$ cat config.mk
export PLATFORM = sky130hd
export DESIGN_NAME = cmd_link_framer
export DESIGN_NICKNAME = d
export VERILOG_FILES = /design/src/rtl/cmd_link_pkg.sv /design/src/rtl/cmd_link_ctrl.sv /design/src/rtl/cmd_link_dp.sv /design/src/rtl/cmd_link_framer.sv
export SDC_FILE = /design/constraint.sdc
export NUM_CORES = 1
export LEC_CHECK = 0
export BUFFER_PORTS_ARGS = -buffer_cell sky130_fd_sc_hd__buf_4
export CORE_MARGIN = 2
export CORE_UTILIZATION = 60
export DETAILED_ROUTE_END_ITERATION = 6
export GPL_TIMING_DRIVEN = 0
export PLACE_DENSITY_LB_ADDON = 0.08
export SKIP_CTS_REPAIR_TIMING = 1
export SYNTH_ARGS = -nofsm -noshare
export SYNTH_HDL_FRONTEND = slang
export SYNTH_HIERARCHICAL = 1
export SYNTH_SLANG_ARGS = --single-unit
$ cat constraint.sdc
create_clock -name clk -period 5.2 [get_ports clk]
set_input_delay 0.78 -clock clk [delete_from_list [all_inputs] [get_ports clk]]
set_output_delay 0.78 -clock clk [all_outputs]
set_load 0.005 [all_outputs]
$ cat src/rtl/cmd_link_pkg.sv
package cmd_link_pkg;

  localparam int ADDR_W  = 16;
  localparam int BANK_W  = 3;
  localparam int STRB_W  = 2;
  localparam int WE_W    = 1;
  localparam int RANK_W  = 2;
  localparam int MASK_W  = 9;
  localparam int CKE_W   = 2;

  localparam int FIELD_W       = ADDR_W + BANK_W + STRB_W + WE_W + RANK_W + MASK_W + CKE_W;
  localparam int PAYLOAD_BYTES = (FIELD_W + 7) / 8;
  localparam int PAYLOAD_W     = PAYLOAD_BYTES * 8;
  localparam int PAD_W         = PAYLOAD_W - FIELD_W;
  localparam int SEQ_W         = 8;
  localparam int CRC_W         = 16;
  localparam int BODY_BYTES    = 1 + PAYLOAD_BYTES;
  localparam int FRAME_BYTES   = 1 + BODY_BYTES + CRC_W / 8;
  localparam int FRAME_W       = FRAME_BYTES * 8;
  localparam logic [CRC_W-1:0] CRC_POLY = 16'h1021;

  typedef struct packed {
    logic [ADDR_W-1:0] addr;
    logic [BANK_W-1:0] bank;
    logic [STRB_W-1:0] strobe;
    logic [WE_W-1:0]   wrEn;
    logic [RANK_W-1:0] rank;
    logic [MASK_W-1:0] mask;
    logic [CKE_W-1:0]  clkEn;
  } cmdFields_t;

  typedef struct packed {
    logic loadSkid;
    logic loadIn;
    logic parkIn;
  } ctrlStrobes_t;

  function automatic logic [CRC_W-1:0] crcByte(input logic [CRC_W-1:0] cur,
                                               input logic [7:0] dataByte);
    logic [CRC_W-1:0] acc;
    acc = cur;
    for (int i = 7; i >= 0; i--) begin
      if (acc[CRC_W-1] ^ dataByte[i]) acc = {acc[CRC_W-2:0], 1'b0} ^ CRC_POLY;
      else                            acc = {acc[CRC_W-2:0], 1'b0};
    end
    return acc;
  endfunction

endpackage

$ cat src/rtl/cmd_link_ctrl.sv
module cmd_link_ctrl
  import cmd_link_pkg::*;
#(
  parameter int SYMS = 3
) (
  input  logic                      clk,
  input  logic                      rstN,
  input  logic                      cmdValid,
  output ctrlStrobes_t              strobes,
  output logic                      active,
  output logic [$clog2(SYMS)-1:0]   symIdx,
  output logic                      frameStart,
  output logic                      frameEnd
);

  localparam int SYM_W = $clog2(SYMS);
  localparam logic [SYM_W-1:0] LAST_SYM = SYM_W'(SYMS - 1);

  logic skidFull;
  logic atLast;
  logic canLoad;
  logic doLoad;

  assign atLast  = active && (symIdx == LAST_SYM);
  assign canLoad = !active || atLast;

  always_comb begin
    strobes.loadSkid = canLoad && skidFull;
    strobes.loadIn   = canLoad && !skidFull && cmdValid;
    // a new beat goes to the holding register when it cannot start now
    // and the register is empty or is being emptied this cycle
    strobes.parkIn   = cmdValid && !strobes.loadIn && (!skidFull || strobes.loadSkid);
  end

  assign doLoad = strobes.loadSkid || strobes.loadIn;

  always_ff @(posedge clk) begin
    if (!rstN) begin
      active   <= 1'b0;
      symIdx   <= '0;
      skidFull <= 1'b0;
    end else begin
      if (strobes.parkIn)        skidFull <= 1'b1;
      else if (strobes.loadSkid) skidFull <= 1'b0;

      if (doLoad) begin
        active <= 1'b1;
        symIdx <= '0;
      end else if (atLast) begin
        active <= 1'b0;
        symIdx <= '0;
      end else if (active) begin
        symIdx <= symIdx + 1'b1;
      end
    end
  end

  assign frameStart = active && (symIdx == '0);
  assign frameEnd   = atLast;

endmodule

$ cat src/rtl/cmd_link_dp.sv
module cmd_link_dp
  import cmd_link_pkg::*;
#(
  parameter int         LANES      = 3,
  parameter logic [7:0] START_CHAR = 8'hBC,
  parameter logic [15:0] CRC_SEED  = 16'hFFFF
) (
  input  logic                                   clk,
  input  logic                                   rstN,
  input  cmdFields_t                             cmdIn,
  input  ctrlStrobes_t                           strobes,
  input  logic                                   active,
  input  logic [$clog2(FRAME_BYTES/LANES)-1:0]   symIdx,
  output logic [LANES*8-1:0]                     laneData
);

  localparam int SYMS  = FRAME_BYTES / LANES;
  localparam int SYM_W = $clog2(SYMS);
  localparam int IDX_W = $clog2(FRAME_BYTES);

  cmdFields_t          skidReg;
  logic [SEQ_W-1:0]    seqReg;
  logic [FRAME_W-1:0]  frameReg;

  cmdFields_t                srcCmd;
  logic [PAYLOAD_W-1:0]      payload;
  logic [BODY_BYTES*8-1:0]   body;
  logic [CRC_W-1:0]          crcChain [BODY_BYTES+1];
  logic [FRAME_W-1:0]        newFrame;
  logic [7:0]                frameBytes [FRAME_BYTES];

  assign srcCmd  = strobes.loadSkid ? skidReg : cmdIn;
  assign payload = {srcCmd, {PAD_W{1'b0}}};
  assign body    = {seqReg, payload};

  assign crcChain[0] = CRC_SEED;
  for (genvar i = 0; i < BODY_BYTES; i++) begin : g_crc
    assign crcChain[i+1] = crcByte(crcChain[i], body[(BODY_BYTES-1-i)*8 +: 8]);
  end

  assign newFrame = {START_CHAR, body, crcChain[BODY_BYTES]};

  always_ff @(posedge clk) begin
    if (!rstN) begin
      skidReg  <= '0;
      seqReg   <= '0;
      frameReg <= '0;
    end else begin
      if (strobes.parkIn) skidReg <= cmdIn;
      if (strobes.loadSkid || strobes.loadIn) begin
        frameReg <= newFrame;
        seqReg   <= seqReg + 1'b1;
      end
    end
  end

  for (genvar b = 0; b < FRAME_BYTES; b++) begin : g_bytes
    assign frameBytes[b] = frameReg[(FRAME_BYTES-1-b)*8 +: 8];
  end

  for (genvar l = 0; l < LANES; l++) begin : g_lane
    logic [IDX_W-1:0] byteIdx;
    assign byteIdx = IDX_W'(symIdx) * IDX_W'(LANES) + IDX_W'(l);
    assign laneData[l*8 +: 8] = active ? frameBytes[byteIdx] : 8'h00;
  end

endmodule

$ cat src/rtl/cmd_link_framer.sv
module cmd_link_framer
  import cmd_link_pkg::*;
#(
  parameter int          LANES      = 3,
  parameter logic [7:0]  START_CHAR = 8'hBC,
  parameter logic [15:0] CRC_SEED   = 16'hFFFF
) (
  input  logic                 clk,
  input  logic                 rstN,
  input  logic                 cmdValid,
  input  logic [ADDR_W-1:0]    cmdAddr,
  input  logic [BANK_W-1:0]    cmdBank,
  input  logic [STRB_W-1:0]    cmdStrobe,
  input  logic [WE_W-1:0]      cmdWrEn,
  input  logic [RANK_W-1:0]    cmdRank,
  input  logic [MASK_W-1:0]    cmdMask,
  input  logic [CKE_W-1:0]     cmdClkEn,
  output logic [LANES*8-1:0]   laneData,
  output logic                 frameStart,
  output logic                 frameEnd,
  output logic                 busy
);

  localparam int SYMS  = FRAME_BYTES / LANES;
  localparam int SYM_W = $clog2(SYMS);

  cmdFields_t         cmdIn;
  ctrlStrobes_t       strobes;
  logic               active;
  logic [SYM_W-1:0]   symIdx;

  assign cmdIn = {cmdAddr, cmdBank, cmdStrobe, cmdWrEn, cmdRank, cmdMask, cmdClkEn};

  cmd_link_ctrl #(.SYMS(SYMS)) u_ctrl (
    .clk        (clk),
    .rstN       (rstN),
    .cmdValid   (cmdValid),
    .strobes    (strobes),
    .active     (active),
    .symIdx     (symIdx),
    .frameStart (frameStart),
    .frameEnd   (frameEnd)
  );

  cmd_link_dp #(
    .LANES      (LANES),
    .START_CHAR (START_CHAR),
    .CRC_SEED   (CRC_SEED)
  ) u_dp (
    .clk      (clk),
    .rstN     (rstN),
    .cmdIn    (cmdIn),
    .strobes  (strobes),
    .active   (active),
    .symIdx   (symIdx),
    .laneData (laneData)
  );

  assign busy = active;

endmodule

==> impl_metrics.py, run 1 <==
metrics = {
    "timing": {
        "finClkSkew_ns": 0.00698,
        "finalCritPeriodShare_pct": 96.0,
        "rsz0062_at_grt": "yes",
        "setup_viol": 0,
        "report.final.slew_viol_count": 0,
        "final.min_clock_period_ns": 4.99,
        "max_slew_margin_pct": 31.6,
        "hold_viol": 0,
        "timing.fmax_ghz": 0.200,
        "final.setup.worst_slack_ns": 0.210,
        "fin_tns_setup_ns": 0,
        "tightest_slew_ns": 1.03,
        "worst_hold_slack_ns": 0.503,
    },
    "floorplanning": {
        "die_h_um": 118,
        "die_area_sq_um": 13800,
        "die_w_um": 118,
        "rows": 41,
        "start_util_pct": 61.3,
        "design.core.area_sq_um": 12600,
        "pin_count": 65,
    },
    "clocking": {
        "clock-sinks": 107,
        "clk_pin_slew_worst_paths_ns": 0.08,
        "clk_latency_ns": 0.36,
        "cts_tree": "done",
        "htree_levels": 3,
        "cts_root_buffer": "clkbuf_16",
        "cts_buffers": 9,
        "clockBufferDepth": 2,
    },
    "worst_setup_path": {
        "cp-start-kind": "flop",
        "critPathRequiredTime_ns": 4.42,
        "crit_fanout": 11,
        "cp-end-kind": "output pin",
        "cp.arrival_ns": 4.21,
        "crit_type": "reg -> out",
    },
    "power": {
        "irDropWorstVdd_mv": 0.391,
        "leakage_nw": 3.52,
        "powerDensity_nw_per_um2": 445,
        "power_mw": 3.90,
    },
    "synthesis": {
        "synthMuxAreaShare_pct": 22.9,
        "netlist_instances": 796,
        "synth_area_leader_cell": "dfxtp_1",
        "synth_compound_area_share_pct": 9.04,
        "synth_area_per_cell_sq_um": 9.72,
        "synth_top_family_by_area": "multiplexers",
        "synthDominantCellAreaShare_pct": 27.7,
        "netlist_area_sq_um": 7740,
        "netlist_top_cells_area": "dfxtp_1 28%, mux2i_1 15%, xnor2_1 7.1%, mux4_2 7.0%, xnor3_1 5.5%",
        "ys_seq_area_share_pct": 27.7,
        "synth_xor_xnor_area_share_pct": 21.0,
        "ys_ff_latch": 107,
        "ys_types": 46,
        "synth-edff-count": 0,
        "synthArstFlopShare_pct": 0,
        "synth-adder-area-share_pct": 1.13,
        "synth-simple-area-share_pct": 14.9,
        "synthFlopType": "dfxtp_1",
        "syn_nets": 841,
        "yosysWarningCount": 6,
    },
    "route": {
        "wl_met2_um": 10800,
        "m1WireLength_um": 9950,
        "drt-vias-per-instance": 6.05,
        "wirelength_um": 23800,
        "ant_nets": 0,
        "drt-initial-drc-count": 614,
        "drc_errors": 0,
        "vias": 6341,
        "dr.pass1.iters": 5,
        "wl_per_cell_um": 22.7,
        "top_layer": "met4",
        "wl_met3_um": 1940,
    },
    "global_route": {
        "grt_pass1_wl_um": 36300,
        "gr-usage-all-layers_pct": 34.6,
        "grt.overflow.total": 0,
        "antenna_found_initial": 0,
        "grt_pass1_vias": 6102,
        "grt_start_max_net_pins": 21,
    },
    "final_layout": {
        "multi_input_area_sq_um": 5330,
        "antenna_cells": 0,
        "utilization_pct": 69.4,
        "area_growth_pct": 13.2,
        "nNetsFinal": 916,
        "n_fill_cell": 1010,
        "seqCellArea_sq_um": 2140,
        "drive_gt1_share_pct": 16.9,
    },
    "placement": {
        "dp.final_hpwl_um": 18700,
        "place_ws_ns": -0.270,
        "gp_congestion": 0.969,
        "port_buffers": 64,
    },
    "min_path": {
        "hold_class": "reg -> reg",
    },
    "run": {
        "maxCapViolations": 0,
    },
    "run_status": {
        "outcome": "finished clean",
    },
}
[stage by stage]
stage | instance area, sq um | cells
6_report | 8760 | 1048
3_5_place_dp | 8430 | 1032
3_3_place_gp | 8430 | 1032
5_1_grt | 8760 | 1048
2_1_floorplan | 7740 | 796
4_1_cts | 8750 | 1048
[cells in the mapped netlist (5+ instances only)]
library cell / count
a21boi_0: 11
a21oi_1: 15
a22o_1: 8
a31oi_1: 6
and2_1: 56
buf_1: 8
buf_2: 7
clkbuf_1: 40
dfxtp_1: 107
ha_1: 7
inv_1: 6
mux2_2: 7
mux2i_1: 115
mux4_2: 24
nand2_1: 87
nand3_1: 8
nor2_1: 21
nor2b_1: 40
o211a_1: 6
o21ai_0: 45
o21ai_1: 7
xnor2_1: 63
xnor2_2: 8
xnor3_1: 19
xnor3_2: 5
xor2_1: 28
xor2_2: 6
[layout by cell type, fill, tap and decap left out, types with 8 or more instances in the layout]
cell type	synthesis	final
a21oi_1	15	15
buf_2	7	8
and2_1	56	56
a21boi_0	11	11
xnor3_1	19	19
clkbuf_16	0	9
nor2b_1	40	40
xor2_1	28	28
buf_4	2	66
clkbuf_1	40	37
mux4_2	24	24
xnor2_2	8	8
o21ai_0	45	45
dfxtp_1	107	107
xnor2_1	63	63
nand3_1	8	8
nor2_1	21	21
a22o_1	8	8
nand2_1	87	87
mux2i_1	115	115
[where the power goes]
part           internal, mW  total [mW]  leakage (nW)  switching [mW]
registers             0.904        1.01         0.875           0.106
logic                  1.06        2.15          2.49            1.08
clock network         0.387       0.739         0.153           0.353
[cells by family after synthesis]
| group | after synthesis |
|---|---|
| and+or+nand+nor | 228 |
| muxes | 146 |
| xor gates and xnor gates | 131 |
| AOI/OAI and AO/OA | 113 |
| DFF | 107 |
| buffers and inverters | 64 |
| adders and majority gates | 7 |
[critical path, stage by stage, from the launching register on]
cell,delay [ns]
dfxtp_1,0.42
clkbuf_2,0.26
clkbuf_2,0.33
inv_1,0.11
clkbuf_1,0.28
ha_1,0.36
clkbuf_1,0.32
clkbuf_1,0.55
clkbuf_2,0.41
mux4_2,0.37
mux2i_1,0.18
o21ai_0,0.10
buf_4,0.14
[path summary, 6_finish.rpt]
check                           start  slack, ns                   to  cells past startpoint
setup / recovery     u_ctrl/symIdx[0]       0.21         laneData[21]                     12
hold / removal    u_dp/frameBytes[13]       0.50  u_dp/frameBytes[13]                      2
setup reg to reg     u_ctrl/symIdx[1]       0.35   u_dp/frameBytes[5]                     17
hold reg to reg   u_dp/frameBytes[13]       0.50  u_dp/frameBytes[13]                      2
[routing by layer]
| layer | up-vias | global-route usage (%) |
|---|---|---|
| met4 | 0 | 15.2 |
| met3 | 49 | 6.54 |
| met5 | - | 0 |
| li1 | 2894 | - |
| met2 | 306 | 55.5 |
| met1 | 3092 | 45.9 |
[final cells by class]
cell class / instances / share of cell area [%]
plain buffers: 58 / 2.84
clock buffers: 9 / 2.57
clock inverters: 7 / 1.09
inverters: 6 / 0.257
multi-input cells: 625 / 60.9
flip-flops and latches: 107 / 24.4
well taps: 172 / 2.46
repair buffers: 64 / 5.48
[flip-flops by register name, indices dropped and copies added (netlist names)]
| register | cells |
|---|---|
| u_dp/seqReg | 8 |
| u_ctrl/skidFull | 1 |
| u_dp/frameBytes | 60 |
| u_ctrl/active | 1 |
| u_dp/skidReg | 35 |
| u_ctrl/symIdx | 2 |
(Power assumes the default switching activity.)
==> run 2, diff against run 1 <==
Clock period 5.2 ns to 4.65 ns, I/O delays scaled along.
==> impl_metrics.py, run 2 (synthesis results as in run 1) <==
metrics = {
    "run_status": {
        "outcome": "finished clean",
    },
    "clocking": {
        "cts_root_buffer": "clkbuf_16",
        "clk_pin_slew_worst_paths_ns": 0.08,
        "clockBufferDepth": 2,
        "htree_levels": 3,
        "clk_latency_ns": 0.36,
        "clock-sinks": 107,
        "cts_tree": "done",
        "cts_buffers": 9,
    },
    "final_layout": {
        "layout.cells.non_filler": 1047,
        "area_growth_pct": 14.0,
        "n_fill_cell": 997,
        "utilization_pct": 69.9,
        "multi_input_area_sq_um": 5390,
        "final_cell_mix": "111 x mux2i_1, 107 x dfxtp_1, 87 x nand2_1",
        "antenna_cells": 0,
        "nNetsFinal": 915,
        "largest_reg_flops": 60,
        "drive_gt1_share_pct": 18.3,
        "layout_commonest_cell": "mux2i_1",
        "seqCellArea_sq_um": 2140,
    },
    "timing": {
        "rsz0062_at_grt": "yes",
        "hold_viol": 0,
        "report.final.slew_viol_count": 0,
        "final.min_clock_period_ns": 4.45,
        "tightest_slew_ns": 1.05,
        "finClkSkew_ns": 0.00672,
        "max_slew_margin_pct": 30.1,
        "finalCritPeriodShare_pct": 95.6,
        "timing.fmax_ghz": 0.225,
        "setup_viol": 0,
    },
    "route": {
        "drt-initial-drc-count": 570,
        "dr.pass1.iters": 6,
        "drc_errors": 0,
        "drt-vias-per-instance": 6.04,
        "ant_nets": 0,
        "vias": 6323,
        "wirelength_um": 23800,
        "wl_per_cell_um": 22.8,
    },
    "worst_setup_path": {
        "timing.rr.end": "u_dp/frameBytes[5]",
        "startpoint": "u_ctrl/symIdx[1]",
        "critical_path.endpoint": "u_dp/frameBytes[5]",
        "rrSetupSlack_ns": 0.20,
        "crit_type": "reg -> reg",
        "crit_fanout": 10,
        "r2r-start": "u_ctrl/symIdx[1]",
        "critPathRequiredTime_ns": 4.94,
        "ff2ff_path_depth": 17,
        "cp-start-kind": "flop",
        "cp.arrival_ns": 4.74,
        "cp-end-kind": "flop",
    },
    "floorplanning": {
        "die_h_um": 118,
        "design.core.area_sq_um": 12600,
        "rows": 41,
        "die_area_sq_um": 13800,
        "die_w_um": 118,
        "pin_count": 65,
        "start_util_pct": 61.3,
    },
    "power": {
        "leakage_nw": 3.55,
        "cell_internal_pwr_mw": 2.66,
        "p_sw_mw": 1.75,
        "swShare_pct": 39.7,
        "pwr-share-comb_pct": 55.7,
        "p_clk_share_pct": 18.7,
        "powerDensity_nw_per_um2": 499,
        "seqPwrFrac_pct": 25.6,
        "irDropWorstVdd_mv": 0.449,
    },
    "global_route": {
        "gr-usage-all-layers_pct": 34.6,
        "grt.overflow.total": 0,
        "grt_start_max_net_pins": 21,
        "grt_pass1_wl_um": 36300,
        "grt_pass1_vias": 6102,
        "antenna_found_initial": 0,
    },
    "run": {
        "maxCapViolations": 0,
    },
    "placement": {
        "port_buffers": 64,
        "dp.final_hpwl_um": 18700,
        "gp_congestion": 0.969,
        "dp_cells": 1032,
    },
    "min_path": {
        "hold_class": "reg -> reg",
    },
}
==> run 2: worst max-delay path, cell delays in order, from the launching register on <==
cell and delay [ns]:
dfxtp_1 0.46, ha_1 0.20, and2b_1 0.18, buf_4 0.15, nor2b_1 0.16, buf_2 0.26
buf_6 0.21, clkbuf_4 0.30, buf_4 0.26, clkbuf_4 0.32, mux2i_4 0.36, xnor2_1 0.17
xnor2_1 0.17, xor3_2 0.44, xor2_1 0.30, xnor2_1 0.16, nand2_1 0.09, a21boi_1 0.17
==> run 2: power by group through the flow <==
| stage | sequential [mW] | combinational, mW | clock, mW |
|---|---|---|---|
| final | 1.13 | 2.45 | 0.824 |
| after global routing | 1.13 | 2.58 | 0.863 |
| after CTS | 1.12 | 2.38 | 0.834 |
| after detailed placement | 1.14 | 2.37 | 0 |
| after global placement | 1.14 | 2.35 | 0 |
| after floorplan | 1.09 | 1.90 | 0 |
==> run 2: cell type report <==
| cell class | instances | area share, % |
|---|---|---|
| buffer | 57 | 2.92 |
| clock buffer | 9 | 2.55 |
| clock inverter | 7 | 1.08 |
| inverter | 6 | 0.255 |
| multi-input combinational | 625 | 61.0 |
| sequential | 107 | 24.3 |
| tap | 172 | 2.44 |
| timing repair buffer | 64 | 5.45 |
==> run 2: worst min path at each step <==
stage | start | to | cells past startpoint
6_report | u_dp/frameBytes[13] | u_dp/frameBytes[13] | 2
3_3_place_gp | u_dp/frameBytes[62] | u_dp/frameBytes[62] | 2
3_5_place_dp | u_dp/frameBytes[13] | u_dp/frameBytes[13] | 2
2_1_floorplan | u_dp/frameBytes[0] | u_dp/frameBytes[0] | 2
4_1_cts | u_dp/frameBytes[13] | u_dp/frameBytes[13] | 2
5_1_grt | u_dp/frameBytes[57] | u_dp/frameBytes[57] | 2
==> run 2: routing by layer <==
layer  GRT usage (%)  vias up  wire length, um  share of wire (%)
li1                -     2891                -                  -
met1            45.9     3081             9920                 42
met2            55.5      302            10900                 46
met3            6.54       49             1940                8.1
met4            15.2        0             1050                4.4
met5               0        -                0                  0
==> run 2: through the flow <==
step / worst slack, ns / TNS [ns] / total power, mW / instance area (sq um) / hold WS (ns)
after floorplan: 0.408 / 0 / 2.98 / 7740 / 0.444
after global placement: -0.610 / -8.32 / 3.49 / 8430 / 0.479
after detailed placement: -0.738 / -10.11 / 3.51 / 8430 / 0.489
after CTS: -1.11 / -19.50 / 4.33 / 8750 / 0.500
after global routing: -0.0215 / -0.0215 / 4.58 / 8820 / 0.512
final: 0.204 / 0 / 4.41 / 8820 / 0.501
==> run 3, diff against run 2 <==
Settings changed: BUFFER_PORTS_ARGS -buffer_cell sky130_fd_sc_hd__buf_4 to default, DONT_BUFFER_PORTS from default to 1, MAX_ROUTING_LAYER from default to met4.
==> impl_metrics.py, run 3 (synthesis results as in run 1) <==
metrics = {
    "clocking": {
        "clk_pin_slew_worst_paths_ns": 0.09,
        "clk_latency_ns": 0.36,
        "cts_tree": "done",
        "htree_levels": 3,
        "clock-sinks": 107,
        "clockBufferDepth": 2,
        "cts_root_buffer": "clkbuf_16",
        "cts_buffers": 9,
    },
    "final_layout": {
        "largest_reg_flops": 60,
        "nNetsFinal": 853,
        "layout.cells.non_filler": 985,
        "antenna_cells": 0,
        "final_cell_area_sq_um": 8370,
        "n_fill_cell": 1036,
        "drive_gt1_share_pct": 11.6,
        "layout_commonest_cell": "mux2i_1",
        "final_cell_mix": "112 x mux2i_1, 107 x dfxtp_1, 87 x nand2_1",
        "area_growth_pct": 8.10,
    },
    "global_route": {
        "grt.overflow.total": 0,
        "grt_pass1_wl_um": 35100,
        "grt_pass1_vias": 5788,
        "grt_start_max_net_pins": 23,
        "antenna_found_initial": 0,
        "gr-usage-all-layers_pct": 34.6,
    },
    "timing": {
        "max_slew_margin_pct": 35.4,
        "worst_hold_slack_ns": 0.472,
        "fin_tns_setup_ns": 0,
        "setup_viol": 0,
        "rsz0062_at_grt": "no",
        "report.final.slew_viol_count": 0,
        "finalCritPeriodShare_pct": 95.7,
        "hold_viol": 0,
        "tightest_slew_ns": 0.969,
        "timing.fmax_ghz": 0.225,
        "finClkSkew_ns": 0.0148,
        "final.min_clock_period_ns": 4.45,
        "final.setup.worst_slack_ns": 0.200,
    },
    "run": {
        "maxCapViolations": 0,
    },
    "floorplanning": {
        "design.core.area_sq_um": 12600,
        "die_area_sq_um": 13800,
        "die_w_um": 118,
        "start_util_pct": 61.3,
        "die_h_um": 118,
        "pin_count": 65,
        "rows": 41,
    },
    "min_path": {
        "holdPathEnd": "u_ctrl/active",
        "hold_depth": 1,
        "hold_start": "rstN",
        "hold_class": "in -> reg",
    },
    "worst_setup_path": {
        "cp-end-kind": "flop",
        "r2r-start": "u_ctrl/symIdx[1]",
        "cp.arrival_ns": 4.71,
        "crit_type": "reg -> reg",
        "cp-start-kind": "flop",
        "timing.rr.end": "u_dp/frameBytes[14]",
        "ff2ff_path_depth": 17,
        "rrSetupSlack_ns": 0.20,
        "crit_fanout": 10,
        "critPathRequiredTime_ns": 4.91,
    },
    "placement": {
        "gp_congestion": 0.982,
        "dpl_cell_area_sq_um": 7950,
        "port_buffers": 0,
        "dp.final_hpwl_um": 18100,
        "dp_cells": 968,
        "place_ws_ns": -0.512,
    },
    "route": {
        "wl_met3_um": 2020,
        "drt-initial-drc-count": 660,
        "ant_nets": 0,
        "wl_met2_um": 10600,
        "top_layer": "met4",
        "drt-vias-per-instance": 6.12,
        "m1WireLength_um": 9680,
        "wirelength_um": 23000,
        "vias": 6029,
        "wl_per_cell_um": 23.4,
        "dr.pass1.iters": 5,
        "drc_errors": 0,
    },
    "power": {
        "leakage_nw": 3.24,
        "irDropWorstVdd_mv": 0.325,
        "powerDensity_nw_per_um2": 523,
    },
    "run_status": {
        "outcome": "finished clean",
    },
}
[run 3: through the flow]
| step | power, mW | utilization [%] |
|---|---|---|
| after floorplan | 2.98 | - |
| after global placement | 3.43 | 63.0 |
| after global routing | 4.55 | 66.3 |
| after detailed placement | 3.45 | 63.0 |
| after CTS | 4.30 | 65.7 |
| final | 4.37 | 66.3 |
[run 3: how the worst max path moves through the flow]
stage | start | to | slack [ns] | cells after the start
3_5_place_dp | u_ctrl/symIdx[0] | laneData[6] | -0.51 | 13
5_1_grt | u_ctrl/symIdx[1] | u_dp/frameBytes[12] | 0.006 | 16
3_3_place_gp | u_ctrl/symIdx[0] | laneData[6] | -0.50 | 13
4_1_cts | u_ctrl/symIdx[0] | laneData[6] | -0.91 | 13
2_1_floorplan | u_ctrl/symIdx[0] | laneData[3] | 0.41 | 13
6_report | u_ctrl/symIdx[1] | u_dp/frameBytes[14] | 0.20 | 17
[run 3: cell type report]
class | instances | area [sq um] | area share, %
plain buffers | 57 | 259 | 3.10
clock buffers | 9 | 225 | 2.69
clock inverters | 7 | 110 | 1.32
inverters | 6 | 22.5 | 0.269
multi-input cells | 625 | 5380 | 64.3
flip-flops and latches | 107 | 2140 | 25.6
well taps | 172 | 215 | 2.57
repair buffers | 2 | 15.0 | 0.179
[run 3: critical path: stages, from the launching register on]
cell and delay, ns:
dfxtp_1 0.47, ha_1 0.20, and2b_1 0.17, buf_4 0.15
nor2b_1 0.15, buf_2 0.26, buf_6 0.21, clkbuf_4 0.30
buf_4 0.28, mux2i_1 0.32, xor2_1 0.25, xnor2_1 0.11
xnor2_1 0.29, xnor3_1 0.45, xnor2_1 0.29, xnor2_1 0.20
nand2_1 0.09, o211a_1 0.14
[run 3: report_power, final]
group	leakage (nW)	switching [mW]	total, mW	internal [mW]
registers	0.875	0.115	1.13	1.01
logic	2.20	1.22	2.40	1.18
clock network	0.162	0.401	0.844	0.443
[run 3: per-layer routing]
metal  track usage, %  vias to the layer above
met5                -                        -
met4             11.4                        0
met3             7.41                       46
met2             53.9                      312
met1             45.3                     2893
li1                 -                     2778
